`src/rtl/hdlc_tx_buf_evt.sv`:
```
module hdlc_tx_buf_evt #(
  parameter int FLAGW = 4
) (
  input  logic             clk,
  input  logic             rst_n,
  input  logic             cts,
  input  logic             fifo_valid,
  input  logic [7:0]       fifo_data,
  input  logic             fifo_buf_end,
  input  logic             fifo_frame_end,
  input  logic [FLAGW-1:0] extra_flags,
  output logic             fifo_pop,
  output logic             txd,
  output logic             buf_evt,
  output logic             underrun_evt
);

  localparam logic [7:0]  FLAG   = 8'h7E;
  localparam logic [15:0] POLY   = 16'h8408;
  localparam logic [15:0] PRESET = 16'hFFFF;

  typedef enum logic [2:0] {S_IDLE, S_OPEN, S_DATA, S_CRC, S_CLOSE, S_ABORT} st_t;

  st_t              st;
  logic [15:0]      sh, crc;
  logic [3:0]       bcnt;
  logic [2:0]       ones;
  logic [FLAGW-1:0] fcnt;
  logic             last_q;

  wire bit_o  = sh[0];
  wire stuff  = (st == S_DATA || st == S_CRC || st == S_CLOSE) && ones == 3'd5;
  wire need_b = (st == S_OPEN && bcnt == 4'd7 && fcnt == '0) ||
                (st == S_DATA && !stuff && bcnt == 4'd7 && !last_q);
  wire [15:0] crc_nx = {1'b0, crc[15:1]} ^ ((crc[0] ^ bit_o) ? POLY : 16'h0);

  assign fifo_pop = need_b && fifo_valid;

  always_ff @(posedge clk) begin
    if (!rst_n) begin
      st <= S_IDLE;
      txd <= 1'b1;
      buf_evt <= 1'b0;
      underrun_evt <= 1'b0;
      sh <= '0;
      crc <= PRESET;
      bcnt <= '0;
      ones <= '0;
      fcnt <= '0;
      last_q <= 1'b0;
    end else begin
      buf_evt <= 1'b0;
      underrun_evt <= 1'b0;
      case (st)
        S_IDLE: begin
          txd <= 1'b1;
          if (cts && fifo_valid) begin
            st <= S_OPEN;
            sh <= {8'h00, FLAG};
            bcnt <= '0;
            fcnt <= extra_flags;
            ones <= '0;
            crc <= PRESET;
          end
        end
        S_OPEN: begin
          txd <= bit_o;
          sh <= sh >> 1;
          bcnt <= bcnt + 4'd1;
          if (bcnt == 4'd7) begin
            bcnt <= '0;
            if (fcnt != '0) begin
              fcnt <= fcnt - 1'b1;
              sh <= {8'h00, FLAG};
            end else if (fifo_valid) begin
              sh <= {8'h00, fifo_data};
              last_q <= fifo_frame_end;
              buf_evt <= fifo_buf_end && !fifo_frame_end;
              st <= S_DATA;
            end else begin
              st <= S_ABORT;
              underrun_evt <= 1'b1;
            end
          end
        end
        S_DATA, S_CRC: begin
          if (stuff) begin
            txd <= 1'b0;
            ones <= '0;
          end else begin
            txd <= bit_o;
            ones <= bit_o ? ones + 3'd1 : 3'd0;
            sh <= sh >> 1;
            bcnt <= bcnt + 4'd1;
            if (st == S_DATA) begin
              crc <= crc_nx;
              if (bcnt == 4'd7) begin
                bcnt <= '0;
                if (last_q) begin
                  st <= S_CRC;
                  sh <= ~crc_nx;
                end else if (fifo_valid) begin
                  sh <= {8'h00, fifo_data};
                  last_q <= fifo_frame_end;
                  buf_evt <= fifo_buf_end && !fifo_frame_end;
                end else begin
                  st <= S_ABORT;
                  underrun_evt <= 1'b1;
                end
              end
            end else if (bcnt == 4'd15) begin
              st <= S_CLOSE;
              sh <= {8'h00, FLAG};
              bcnt <= '0;
            end
          end
        end
        S_CLOSE: begin
          if (stuff) begin
            txd <= 1'b0;
            ones <= '0;
          end else begin
            txd <= bit_o;
            sh <= sh >> 1;
            bcnt <= bcnt + 4'd1;
            if (bcnt == 4'd0) buf_evt <= 1'b1;
            if (bcnt == 4'd7) begin
              st <= S_IDLE;
              bcnt <= '0;
            end
          end
        end
        S_ABORT: begin
          txd <= 1'b1;
          bcnt <= bcnt + 4'd1;
          if (bcnt == 4'd7) begin
            st <= S_IDLE;
            bcnt <= '0;
          end
        end
        default: st <= S_IDLE;
      endcase
    end
  end

  a_r1_idle_line: assert property (@(posedge clk) disable iff (!rst_n)
    st == S_IDLE |=> txd);

  a_r2_start_gated: assert property (@(posedge clk) disable iff (!rst_n)
    (st == S_IDLE && !cts) |=> st == S_IDLE);

  a_r4_stuffed_zero: assert property (@(posedge clk) disable iff (!rst_n)
    ((st == S_DATA || st == S_CRC) && ones == 3'd5) |=> !txd);

  a_r8_last_evt_on_flag: assert property (@(posedge clk) disable iff (!rst_n)
    (buf_evt && st == S_CLOSE) |-> !txd);

  a_r10_abort_ones: assert property (@(posedge clk) disable iff (!rst_n)
    underrun_evt |=> txd);

  a_r7_evt_exclusive: assert property (@(posedge clk) disable iff (!rst_n)
    !(buf_evt && underrun_evt));

endmodule

```
`config.mk`:
```
export PLATFORM = sky130hd
export DESIGN_NAME = hdlc_tx_buf_evt
export DESIGN_NICKNAME = d
export VERILOG_FILES = /design/src/rtl/hdlc_tx_buf_evt.sv
export SDC_FILE = /design/constraint.sdc
export NUM_CORES = 1
export LEC_CHECK = 0
export BUFFER_PORTS_ARGS = -buffer_cell sky130_fd_sc_hd__buf_4
export CAP_MARGIN = 20
export CORE_MARGIN = 2
export CORE_UTILIZATION = 55
export CTS_CLUSTER_SIZE = 20
export DETAILED_ROUTE_END_ITERATION = 7
export GPL_TIMING_DRIVEN = 0
export PLACE_DENSITY = 0.75
export SKIP_CTS_REPAIR_TIMING = 1
export SYNTH_ARGS = -nofsm -noshare
export SYNTH_HDL_FRONTEND = slang
export SYNTH_SLANG_ARGS = --single-unit
```
`constraint.sdc`:
```
create_clock -name clk -period 1.8 [get_ports clk]
set_clock_uncertainty 0.05 [all_clocks]
set_input_delay 0.09 -clock clk [delete_from_list [all_inputs] [get_ports clk]]
set_output_delay 0.09 -clock clk [all_outputs]
set_load 0.05 [all_outputs]
```
Word level (Yosys, flattened, before mapping)
Index checks and enable logic that the tools add are counted.

word-level totals
  flip-flop bits (word level) = 50
  input bits = 18
  output and inout bits = 4
  logic and storage cells = 148

operators by class
  add/subtract/negate cells = 3
  equal/unequal tests = 21
  mux-type cells = 74
  bitwise gates (word level) = 3
  reductions and logical operators = 37

operator list
  cell                                                             number
  16-bit 2-to-1 mux                                                10
  16-bit case mux with 4 select lines                              1
  15-bit 2-to-1 mux                                                4
  3-bit 2-to-1 mux                                                 16
  4-bit 2-to-1 mux                                                 9
  16-bit case mux with 2 select lines                              1
  1-bit 2-to-1 mux                                                 25
  2-bit != test, second input constant                             8
  16-bit inverter                                                  1
  4-bit case mux with 4 select lines                               1
  4-bit AND reduction                                              4
  15-bit by 16-bit XOR with 16-bit output                          1
  3-bit case mux with 5 select lines                               1
  4-bit nonzero test                                               3
  3-bit == test, second input constant                             3
  1-bit logical AND                                                9
  3-bit case mux with 3 select lines                               1
  4-bit logical NOT                                                2
  4-bit case mux with 2 select lines                               1
  8-bit AND reduction                                              1
  7-bit AND reduction                                              1
  3-bit by 2-bit == test with 1-bit output, second input constant  2
  3-bit != test, second input constant                             2
  1-bit case mux with 3 select lines                               2
  18 further kinds                                                 29

Depth between registers and ports, before layout
  depth in word-level cells = 10
  gate-level depth with buffers = 9
  depth with buffers taken out = 7

Worst setup path after synthesis
Ideal clock, no wire load.

  path type = reg2reg
  start = register st[2]
  end = register buf_evt
  setup time = 0.064 ns
  data arrival time = 1.908 ns
  required time = 1.686 ns
  slack = -0.223 ns
  stages on the path, launching flop included = 8
  path buffers = 2
  period minus slack after synthesis = 2.023 ns
  path through = dfxtp_1 > buf_6 > or3b_1 > buf_2 > o22ai_1 > and3_1 > a32oi_1 > nor2_1

between the ends
  word-level cells in the longest chain between the ends = 6
  elaborated cells on any way between the ends = 12
  classes of those cells = eq/ne: 4; mux: 4; reduce/logical: 4

RTL lines
  element                                                             RTL line    source
  start, declared                                                     24          st_t st;
  start signal, assigned                                              41          st <= S_IDLE;
  start signal, assigned                                              58          st <= S_OPEN;
  start signal, assigned                                              79          st <= S_DATA;
  3-bit by 2-bit == test with 1-bit output, on equally long branches  32, 54, 95
  1-bit logical OR (2 in series)                                      32          wire stuff = (st == S_DATA || st == S_CRC || st == S_CLOSE) && ones == 3'd5;
  1-bit logical AND                                                   32
  1-bit 2-to-1 mux, on equally long branches                          119, 87
  1-bit case mux with 3 select lines (*)                              54          case (st)
  end signal, assigned                                                78          buf_evt <= fifo_buf_end && !fifo_frame_end;
  end signal, assigned                                                105         buf_evt <= fifo_buf_end && !fifo_frame_end;
  end, declared                                                       14          output logic buf_evt,

Every way passes the cells marked *; elsewhere a longest branch is shown, timed or not.
A chain may end at the register's enable or synchronous reset.

Final worst setup path
  start = register st[1]
  end = output port fifo_pop

between the ends
  word-level cells in the longest chain between the ends = 10
  elaborated cells on any way between the ends = 15
  classes of those cells = eq/ne: 4; reduce/logical: 11

RTL lines
  element                                                             RTL line  source
  3-bit by 2-bit == test with 1-bit output, on equally long branches  32, 34
  1-bit logical OR (2 in series)                                      32
  1-bit logical AND                                                   32
  1-bit logical NOT                                                   34        (st == S_DATA && !stuff && bcnt == 4'd7 && !last_q);
  1-bit logical AND (3 in series)                                     34
  1-bit logical OR (*)                                                33        wire need_b = (st == S_OPEN && bcnt == 4'd7 && fcnt == '0) ||
  1-bit logical AND (*)                                               37        assign fifo_pop = need_b && fifo_valid;
  end, declared                                                       12        output logic fifo_pop,

Marked as above.

==> impl_metrics.json <==
{
  "drc": 0,
  "p_leak_uw": 0.00154,
  "antenna_found_initial": 0,
  "vias_per_cell": 6.50,
  "sequentialPowerShare": 0.293,
  "hpwl_um": 6440,
  "grt_pass1_vias": 2889,
  "areaGrowthSynthToFinish_pct": 26.6,
  "pwr-share-comb": 0.552,
  "required_ps": 1660,
  "rows": 27,
  "syn_avg_cell_area_um2": 7.88,
  "layout_setup_ws_ps": -238,
  "cts_tree": "yes",
  "cts_inserted_buffers": 5,
  "ant_nets": 0,
  "ys_ff_latch": 50,
  "fin_crit_sh": 1.13,
  "fin_area_mm2": 0.00393,
  "critPathLaunchType": "register",
  "setup_viol": 28,
  "yosys_warnings": 0,
  "relSlewSlack": 0.538,
  "cap_violations": 0,
  "p_sw_frac": 0.431,
  "status": "complete, but fails checks",
  "slew_violations": 0,
  "synth_fp_nets": 417,
  "drt-total-wl_um": 9970,
  "place_congestion": 0.958,
  "firstDrtPassIters": 5,
  "ctsRootBufferMaster": "clkbuf_8",
  "fp.dieH_um": 79.1,
  "failed_checks": "negative setup slack",
  "hold_depth": 3,
  "clk_pin_slew_ps": 100,
  "async_flop_share": 0,
  "die_area_mm2": 0.00626,
  "die_x_um": 79.1,
  "clock_latency_ps": 320,
  "place_inst": 485,
  "finalHoldViolCount": 0,
  "synth-edff-count": 0,
  "fin_total_pwr_uw": 4680,
  "synth_area_mm2": 0.00311,
  "p_int_uw": 2660,
  "cp_slowest_cell": "or4b_4",
  "fin_cells": 523,
  "clk_path_buf_depth": 2,
  "drive_gt1_frac": 0.313,
  "fin_hold_ws_ps": 17.2,
  "ioPinCount": 22,
  "io_buffers": 19,
  "hold_class": "in -> reg",
  "post_dp_cell_area_mm2": 0.00337,
  "worst_pin_slew_ps": 693,
  "ir_worst_vdd_v": 0.000552,
  "path_max_fanout": 4,
  "start_util": 0.567,
  "p_per_area_mw_per_mm2": 1190,
  "cp_cell_sequence": "buf_2 > or4b_4 > o22ai_2 > and3_4 > buf_8",
  "h-tree-depth": 2,
  "critical_path_class": "reg -> out",
  "clkPwrFrac": 0.155,
  "power_switching_uw": 2020,
  "grt_pass1_wl_um": 14500,
  "rsz0062_at_grt": "yes",
  "diodes": 0,
  "grt_max_degree": 19,
  "finalNetCount": 473,
  "period_needed_ps": 2040,
  "cts_sinks": 50,
  "ys_types": 70,
  "dr_total_vias": 3400,
  "reg2reg_depth": 7,
  "critPathMaxStageDelay_ps": 530,
  "synth_ff_type": "dfxtp_1",
  "endpoint_kind": "primary output",
  "first_iter_violations": 409,
  "post_drt_wl_per_cell_um": 19.1,
  "max_freq_mhz": 491,
  "cp.arrival_ps": 1900,
  "track_usage": 0.296,
  "synth.yosys.seq_area_share": 0.322,
  "synthCells": 394,
  "grt-ovfl-total": 0,
  "core_mm2": 0.00547
}
worst paths after layout:
| path | start | to | slack (ps) |
|---|---|---|---|
| setup / recovery | st[1] | fifo_pop | -240 |
| hold / removal | fifo_buf_end | buf_evt | 20 |
| setup reg to reg | st[1] | st[1] | -230 |
| hold reg to reg | sh[11] | sh[10] | 430 |
cell usage in the layout (no fill, tap or decap), types with 6 or more instances in the layout:
master / netlist / final
a21oi_1: 23 / 20
a221o_1: 8 / 8
a32oi_1: 7 / 7
buf_2: 14 / 6
buf_4: 4 / 50
buf_6: 1 / 10
clkbuf_1: 10 / 7
dfxtp_1: 50 / 40
dfxtp_2: 0 / 7
inv_1: 12 / 10
mux2i_1: 7 / 7
nand2_1: 38 / 36
nand2b_1: 6 / 6
nand3_1: 7 / 7
nor2_1: 50 / 48
nor3_1: 23 / 22
o21ai_0: 11 / 10
o21ai_1: 16 / 16
flip-flops by register name, indices dropped and copies added, names as in the netlist:
name          flops
crc              16
sh               16
bcnt              4
fcnt              4
ones              3
st                3
buf_evt           1
last_q            1
txd               1
underrun_evt      1
cells in the mapped netlist, types with 3 or more instances:
cell type / number / area, um^2
o21ai_0: 11 / 55.1
buf_2: 14 / 70.1
nand2_1: 38 / 143
and2_1: 3 / 18.8
o21ai_1: 16 / 80.1
and3_1: 6 / 37.5
nand2b_1: 6 / 37.5
buf_4: 4 / 30.0
ha_1: 5 / 62.6
a221oi_1: 4 / 35.0
nor4_1: 3 / 18.8
o221a_1: 3 / 33.8
clkbuf_1: 10 / 37.5
o22ai_1: 6 / 37.5
nor2_1: 50 / 188
nand3_1: 7 / 35.0
a32oi_1: 7 / 61.3
a21o_1: 3 / 22.5
inv_1: 12 / 45.0
mux2i_1: 7 / 70.1
o211ai_1: 4 / 30.0
buf_1: 3 / 11.3
dfxtp_1: 50 / 1000
a21oi_1: 23 / 115
a221o_1: 8 / 80.1
nor3_1: 23 / 115
a31oi_1: 3 / 18.8
a211oi_1: 4 / 30.0
xnor2_1: 4 / 35.0
nor2b_1: 6 / 37.5
layer usage:
layer  wire length [um]  track usage  vias to the layer above
met5                  0            0                        -
met2               4550        0.451                      210
met3                887       0.0489                       40
met4                381        0.124                        0
li1                   -            -                     1551
met1               4150        0.414                     1599
power by group through the flow:
stage	Combinational, uW	Sequential (uW)	Clock [uW]
3_3_place_gp	1910	1370	0
5_1_grt	2740	1380	783
4_1_cts	1930	1350	739
2_1_floorplan	1480	1350	0
6_report	2580	1370	725
3_5_place_dp	1920	1370	0
per-stage QoR:
stage / util / setup slack (ps) / TNS [ps]
final: 0.718 / -238 / -2350
after global routing: 0.718 / -284 / -4770
after CTS: 0.633 / -386 / -6690
after floorplan: - / 6.31 / 0
after global placement: 0.616 / -358 / -5180
after detailed placement: 0.616 / -362 / -5540
cell families after synthesis:
kind of cell,share of synthesized area
muxes,0.0334
and+or+nand+nor,0.272
buffers and inverters,0.0661
adders and majority gates,0.0201
DFF,0.322
AOI/OAI and AO/OA,0.272
xor gates and xnor gates,0.0141
worst max-delay path, delay by kind of cell, from the launching register on:
kind | cells | cell delay, ps
AOI/OAI and AO/OA | 1 | 130
DFF | 1 | 370
and+or+nand+nor | 2 | 760
buffers and inverters | 2 | 340
area by class of cell:
class                           instances  area (um^2)
Clock inverter                          3         26.3
Tap cell                               72         90.1
Clock buffer                            5         68.8
Fill cell                             443         1540
Multi-Input combinational cell        300         2080
Buffer                                 30          204
Timing Repair Buffer                   51          399
Sequential cell                        50         1020
Inverter                               12         45.0
Power figures use the tool's default switching activity.
